$ cat src/rtl/wdp_pkg.sv
package wdp_pkg;

  // register addresses
  localparam int unsigned REG_CTRL = 0;
  localparam int unsigned REG_LOAD = 1;
  localparam int unsigned REG_TRIG = 2;
  localparam int unsigned REG_RUN  = 3;
  localparam int unsigned REG_PEND = 4;
  localparam int unsigned REG_CNT  = 5;
  localparam int unsigned NSLOT    = 4;

  // control field layout
  localparam int unsigned CTRL_PRE_BIT = 5;
  localparam int unsigned CTRL_PTV_LSB = 2;

  // run-control keys
  localparam logic [15:0] KEY_ON1  = 16'hBBBB;
  localparam logic [15:0] KEY_ON2  = 16'h4444;
  localparam logic [15:0] KEY_OFF1 = 16'hAAAA;
  localparam logic [15:0] KEY_OFF2 = 16'h5555;

  typedef enum logic [1:0] {HS_IDLE, HS_ON_ARMED, HS_OFF_ARMED} hs_state_e;

  typedef struct packed {
    hs_state_e st;
    logic      run;
  } hs_t;

  // pending-register bit that belongs to each slot
  function automatic int unsigned pend_bit(int unsigned slot);
    case (slot)
      REG_CTRL: return 0;
      REG_LOAD: return 2;
      REG_TRIG: return 3;
      default:  return 4;
    endcase
  endfunction

  // one step of the start/stop key sequence
  function automatic hs_t hs_step(hs_state_e st, logic run, logic [15:0] w);
    hs_t r;
    r.st  = HS_IDLE;
    r.run = run;
    if (st == HS_ON_ARMED && w == KEY_ON2) r.run = 1'b1;
    if (st == HS_OFF_ARMED && w == KEY_OFF2) r.run = 1'b0;
    if (w == KEY_ON1) r.st = HS_ON_ARMED;
    else if (w == KEY_OFF1) r.st = HS_OFF_ARMED;
    return r;
  endfunction

endpackage

$ cat src/rtl/wdp_post_slot.sv
module wdp_post_slot #(
  parameter int unsigned DW  = 32,
  parameter int unsigned LAT = 3
) (
  input  logic          clk,
  input  logic          rst_n,
  input  logic          tick,
  input  logic          req,
  input  logic [DW-1:0] req_data,
  output logic          pend,
  output logic          fire,
  output logic [DW-1:0] data
);
  localparam int unsigned TW = $clog2(LAT + 1);

  logic [TW-1:0] ticks;

  assign fire = pend && tick && (ticks == TW'(LAT - 1));

  always_ff @(posedge clk) begin
    if (!rst_n) begin
      pend  <= 1'b0;
      ticks <= '0;
      data  <= '0;
    end else if (req && !pend) begin
      pend  <= 1'b1;
      ticks <= '0;
      data  <= req_data;
    end else if (pend && tick) begin
      if (fire) pend <= 1'b0;
      ticks <= ticks + 1'b1;
    end
  end

  AST_POST_LANDS: assert property (@(posedge clk) disable iff (!rst_n) fire |=> !pend);
  AST_POST_ARMS: assert property (@(posedge clk) disable iff (!rst_n) (req && !pend) |=> pend);
  AST_BUSY_DROP: assert property (@(posedge clk) disable iff (!rst_n) (req && pend) |=> $stable(data));

endmodule

$ cat src/rtl/wdp_keyseq.sv
module wdp_keyseq
  import wdp_pkg::*;
(
  input  logic        clk,
  input  logic        rst_n,
  input  logic        fire,
  input  logic [15:0] word,
  output logic        running
);
  hs_state_e st;
  hs_t       nxt;

  always_comb nxt = hs_step(st, running, word);

  always_ff @(posedge clk) begin
    if (!rst_n) begin
      st      <= HS_IDLE;
      running <= 1'b0;
    end else if (fire) begin
      st      <= nxt.st;
      running <= nxt.run;
    end
  end

  AST_RUN_ONLY_ON_KEY: assert property (@(posedge clk) disable iff (!rst_n) !$stable(running) |-> $past(fire));
  AST_START_KEY: assert property (@(posedge clk) disable iff (!rst_n) $rose(running) |-> ($past(word) == KEY_ON2));
  AST_STOP_KEY: assert property (@(posedge clk) disable iff (!rst_n) $fell(running) |-> ($past(word) == KEY_OFF2));

endmodule

$ cat src/rtl/wdp_timer_core.sv
module wdp_timer_core #(
  parameter int unsigned CW   = 32,
  parameter int unsigned PTVW = 3
) (
  input  logic            clk,
  input  logic            rst_n,
  input  logic            tick,
  input  logic            running,
  input  logic            pre_en,
  input  logic [PTVW-1:0] ptv,
  input  logic            div_clr,
  input  logic            reload,
  input  logic [CW-1:0]   load_val,
  output logic [CW-1:0]   count,
  output logic            rst_req
);
  localparam int unsigned DIVW = (1 << PTVW) - 1;

  logic [DIVW-1:0] div;
  logic            adv;
  logic            wrap;

  function automatic logic step_ok(logic [DIVW-1:0] d, logic pe, logic [PTVW-1:0] p);
    logic [DIVW:0] lim;
    lim = ((DIVW+1)'(1) << p) - (DIVW+1)'(1);
    return !pe || ({1'b0, d} == lim);
  endfunction

  assign adv  = tick && running && step_ok(div, pre_en, ptv);
  assign wrap = adv && (count == '1);

  always_ff @(posedge clk) begin
    if (!rst_n) begin
      count   <= '0;
      div     <= '0;
      rst_req <= 1'b0;
    end else begin
      rst_req <= wrap && !reload;
      if (reload || wrap) count <= load_val;
      else if (adv)       count <= count + 1'b1;
      if (div_clr) div <= '0;
      else if (tick && running && pre_en) div <= adv ? '0 : div + 1'b1;
    end
  end

  AST_REQ_ONE_CYCLE: assert property (@(posedge clk) disable iff (!rst_n) rst_req |=> !rst_req);
  AST_WRAP_RELOADS: assert property (@(posedge clk) disable iff (!rst_n) rst_req |-> (count == $past(load_val)));
  AST_STOPPED_HOLDS: assert property (@(posedge clk) disable iff (!rst_n) (!running && !reload) |=> $stable(count));

endmodule

$ cat src/rtl/wdog_posted.sv
module wdog_posted
  import wdp_pkg::*;
#(
  parameter int unsigned CW   = 32,
  parameter int unsigned AW   = 3,
  parameter int unsigned LAT  = 3,
  parameter int unsigned PTVW = 3
) (
  input  logic          clk,
  input  logic          rst_n,
  input  logic          tick,
  input  logic          wr_en,
  input  logic [AW-1:0] wr_addr,
  input  logic [CW-1:0] wr_data,
  input  logic [AW-1:0] rd_addr,
  output logic [CW-1:0] rd_data,
  output logic          rst_req
);
  logic [NSLOT-1:0] slot_pend;
  logic [NSLOT-1:0] slot_fire;
  logic [CW-1:0]    slot_data [NSLOT];
  logic [CW-1:0]    pend_vec;

  logic            ctrl_pre;
  logic [PTVW-1:0] ctrl_ptv;
  logic [CW-1:0]   load_q;
  logic [CW-1:0]   trig_q;
  logic            running;
  logic            reload;
  logic            run_hi_clear;
  logic [15:0]     run_word;
  logic [CW-1:0]   count;
  logic            unused_ctrl;

  genvar gi;
  generate
    for (gi = 0; gi < NSLOT; gi++) begin : g_slot
      wdp_post_slot #(.DW(CW), .LAT(LAT)) u_slot (
        .clk      (clk),
        .rst_n    (rst_n),
        .tick     (tick),
        .req      (wr_en && (wr_addr == AW'(gi))),
        .req_data (wr_data),
        .pend     (slot_pend[gi]),
        .fire     (slot_fire[gi]),
        .data     (slot_data[gi])
      );
    end
  endgenerate

  always_comb begin
    pend_vec = '0;
    for (int i = 0; i < NSLOT; i++) pend_vec[pend_bit(i)] = slot_pend[i];
  end

  // applied registers in the timer domain
  always_ff @(posedge clk) begin
    if (!rst_n) begin
      ctrl_pre <= 1'b0;
      ctrl_ptv <= '0;
      load_q   <= '0;
      trig_q   <= '0;
    end else begin
      if (slot_fire[REG_CTRL]) begin
        ctrl_pre <= slot_data[REG_CTRL][CTRL_PRE_BIT];
        ctrl_ptv <= slot_data[REG_CTRL][CTRL_PTV_LSB +: PTVW];
      end
      if (slot_fire[REG_LOAD]) load_q <= slot_data[REG_LOAD];
      if (slot_fire[REG_TRIG]) trig_q <= slot_data[REG_TRIG];
    end
  end

  assign unused_ctrl = &{1'b0, slot_data[REG_CTRL][CW-1:CTRL_PRE_BIT+1],
                         slot_data[REG_CTRL][CTRL_PTV_LSB-1:0]};

  assign reload       = slot_fire[REG_TRIG] && (slot_data[REG_TRIG] != trig_q);
  assign run_hi_clear = ~|slot_data[REG_RUN][CW-1:16];
  assign run_word     = run_hi_clear ? slot_data[REG_RUN][15:0] : 16'h0000;

  wdp_keyseq u_keys (
    .clk     (clk),
    .rst_n   (rst_n),
    .fire    (slot_fire[REG_RUN]),
    .word    (run_word),
    .running (running)
  );

  wdp_timer_core #(.CW(CW), .PTVW(PTVW)) u_core (
    .clk      (clk),
    .rst_n    (rst_n),
    .tick     (tick),
    .running  (running),
    .pre_en   (ctrl_pre),
    .ptv      (ctrl_ptv),
    .div_clr  (slot_fire[REG_CTRL]),
    .reload   (reload),
    .load_val (load_q),
    .count    (count),
    .rst_req  (rst_req)
  );

  always_comb begin
    rd_data = '0;
    case (rd_addr)
      AW'(REG_CTRL): begin
        rd_data[CTRL_PRE_BIT]             = ctrl_pre;
        rd_data[CTRL_PTV_LSB +: PTVW]     = ctrl_ptv;
      end
      AW'(REG_LOAD): rd_data = load_q;
      AW'(REG_TRIG): rd_data = trig_q;
      AW'(REG_RUN):  rd_data[0] = running;
      AW'(REG_PEND): rd_data = pend_vec;
      AW'(REG_CNT):  rd_data = count;
      default:       rd_data = '0;
    endcase
  end

  AST_SAME_TRIG_QUIET: assert property (@(posedge clk) disable iff (!rst_n)
    (slot_fire[REG_TRIG] && slot_data[REG_TRIG] == trig_q && !running) |=> $stable(count));
  AST_PEND_DROPS_ON_TICK: assert property (@(posedge clk) disable iff (!rst_n)
    $fell(pend_vec[pend_bit(REG_LOAD)]) |-> $past(tick));

endmodule

$ cat config.mk
export PLATFORM = sky130hd
export DESIGN_NAME = wdog_posted
export DESIGN_NICKNAME = d
export VERILOG_FILES = /design/src/rtl/wdp_pkg.sv /design/src/rtl/wdp_post_slot.sv /design/src/rtl/wdp_keyseq.sv /design/src/rtl/wdp_timer_core.sv /design/src/rtl/wdog_posted.sv
export SDC_FILE = /design/constraint.sdc
export NUM_CORES = 1
export LEC_CHECK = 0
export ABC_AREA = 1
export BUFFER_PORTS_ARGS = -buffer_cell sky130_fd_sc_hd__buf_4
export CORE_ASPECT_RATIO = 0.6
export CORE_MARGIN = 8
export CORE_UTILIZATION = 45
export DETAILED_ROUTE_END_ITERATION = 12
export SLEW_MARGIN = 20
export SYNTH_ARGS = -nofsm -noshare
export SYNTH_HDL_FRONTEND = slang
export SYNTH_HIERARCHICAL = 1
export SYNTH_SLANG_ARGS = --single-unit
$ cat constraint.sdc
create_clock -name clk -period 2.3 [get_ports clk]
set_clock_uncertainty 0.1 [all_clocks]
set_input_delay 0.46 -clock clk [delete_from_list [all_inputs] [get_ports clk]]
set_output_delay 0.46 -clock clk [all_outputs]
set_load 0.05 [all_outputs]
==> flow_metrics.tcl <==
set metrics [dict create \
    status "finished, violations left" \
    violations "negative setup slack" \
    worst-endpoint-arrival_ps 2730 \
    tns_ps -992 \
    grt_max_degree 92 \
    grt_pass1_vias 11129 \
    die_width_microns 231 \
    overflow 0 \
    cp.buffers_inverters 3 \
    grtUsageMet1_pct 31.6 \
    hold_buffers 0 \
    dieHeight_microns 145 \
    cts_buffers 23 \
    rsz0062_at_grt "true" \
    min_period_over_period_pct 103 \
    drc 0 \
    pre_cts_ws_ps -116 \
    path_cells "ha_4 > nand3_4 > nor2_4 > nand4_4 > nor2_4 > nand3_4 > nor2_4 > nand3_4 > buf_6 > nand2_8 > clkbuf_16 > nand2_2 > nand3_2 > nand2_1 > inv_1" \
    num_vias 12378 \
    min_from "rst_n" \
    final_cells 2483 \
    die-area_sq_mm 0.0336 \
    ant_nets 0 \
    maxSlewHeadroom_pct 56.0 \
    grt-busiest-layer "met2" \
    peakVddDrop_v 0.000446 \
    crit_type "flip-flop to flip-flop" \
    pwr_density_cell_mw_per_mm2 552 \
    cts_buffer_depth 3 \
    drv_slew 0 \
    hold_path_end "g_slot[2].u_slot/data[8]" \
    vias_per_cell 4.99 \
    syn_area_sq_mm 0.0125 \
    antenna_found_initial 0 \
    setup-violations-final 32 \
    rrSetupSlack_ps -70 \
    gp_congestion 0.885 \
    core_area_sq_mm 0.0275 \
    timing.final.hold_violations 0 \
    drive_gt1_share_pct 18.4 \
    min_period_ps 2370 \
    drt-total-wl_microns 38000 \
    htree_levels 1 \
    row_count 47 \
    cp_top_family "simple AND/OR/NAND/NOR gates" \
    fin_nets 2150 \
    rr_endpoint "u_core/count[22]" \
    cts-root-buf "clkbuf_16" \
    yosysWarnings 6 \
    cap_viol_max_count 0 \
    hp-class "input pin to flip-flop" \
    syn_avg_cell_area_sq_um 6.30 \
    worst_slew_pin_slew_ps 659 \
    cts_tree "done" \
    cpPeakStageDelay_ps 360 \
    path_max_fanout 6 \
    power_leakage_nw 7.49 \
    numPortBuffers 74 \
    max_freq_mhz 423 \
    cts.clk_slew.worst_paths_ps 60 \
    grtUsageMet3_pct 3.10 \
    syn_inst 1985 \
    grt_pass1_wl_microns 59300 \
    ff2ff_path_depth 15 \
    antenna_cells 0 \
    multiInputGateArea_sq_mm 0.00663 \
    area_growth_syn_to_layout_pct 22.2 \
    seq_area_sq_mm 0.00448 \
    slowest_stage "dfxtp_2" \
    hold_slack_ps 141 \
    initial_core_util_pct 45.6 \
    finalPower_mw 8.43 \
    start_kind "flip-flop" \
    r2r-start "u_core/count[1]" \
    dpl.cell_count 2424 \
    fillCellCount 2695 \
    cts_sinks 223 \
    worst_slack_ps -65.9 \
    hold_depth 3 \
    cp.required_ps 2660 \
    wl_per_cell_microns 15.3 \
    io_pins 75 \
    drt_first_iter_violations 986 \
    drt_first_pass_iters 6 \
    cp-end-kind "flip-flop" \
    place_hpwl_microns 26300 \
    clock_latency_ps 520 \
    grt_util_all_layers_pct 21.2 \
    syn-num-nets 2034 \
    met2_usage_pct 32.0 \
]
-- cell usage in the layout (no fill, tap or decap), types with 15 or more instances in the layout --
master     count
nand2_1      413
nor2_1       409
inv_1        299
dfxtp_1      213
buf_4        166
nand3_1      161
o21ai_0       99
nand3_2       54
a21oi_1       32
clkbuf_16     30
nor2_2        22
xor2_1        21
nand4_1       18
nand2_2       16
inv_2         15
-- routing by layer --
layer / wire, microns / part of all wire, %
met2: 15900 / 42
met5: 0 / 0
met3: 2170 / 5.7
met4: 592 / 1.6
met1: 19300 / 51
-- final cells by class --
cell class / instances / area share [%]
Timing Repair Buffer: 193 / 11.6
Clock inverter: 9 / 0.663
Inverter: 316 / 7.79
Clock buffer: 31 / 4.29
Multi-Input combinational cell: 1344 / 43.4
Tap cell: 367 / 3.00
Sequential cell: 223 / 29.3
-- state kept, by name, indices dropped and copies added (netlist names) --
signal	flops
g_slot.u_slot/ticks	8
u_keys/st	2
ctrl_ptv	3
u_core/count	32
u_keys/running	1
g_slot.u_slot/data	100
load_q	32
u_core/div	7
g_slot.u_slot/pend	4
u_core/rst_req	1
trig_q	32
ctrl_pre	1
-- repair_timing --
action,4_1_cts,5_1_grt
setup endpoints to repair,32,41
resized for setup,10,111
pin swaps,1,29
buffers inserted,3,8
cloned,1,8
-- stage by stage --
step,util (%),cell area (sq um)
CTS,53.3,14600
global route,55.7,15300
finish,55.7,15300
detailed placement,50.2,13800
global placement,50.2,13800
floorplan,-,12500
-- report_power, final --
part	switching [mW]	total [mW]	internal [mW]	leakage, nW
sequential	0.0426	3.97	3.93	1.81
combinational	0.395	0.614	0.219	5.31
clock	1.63	3.85	2.22	0.375
total	2.06	8.43	6.37	7.49
-- worst min-delay path, cell delays in order --
cell and delay [ps]:
buf_6 140, nand2_1 80, nor2_1 30
-- how the worst max path moves through the flow --
stage                               start                to  cells past startpoint
after floorplan               ctrl_ptv[2]   u_core/count[8]                     18
after CTS                     ctrl_ptv[0]  u_core/count[10]                     16
after detailed placement      ctrl_ptv[0]   u_core/count[6]                     16
final                     u_core/count[1]  u_core/count[22]                     15
after global routing          ctrl_ptv[1]   u_core/count[9]                     18
after global placement        ctrl_ptv[0]   u_core/count[6]                     17
No activity file was read; power rests on OpenSTA's default activity.
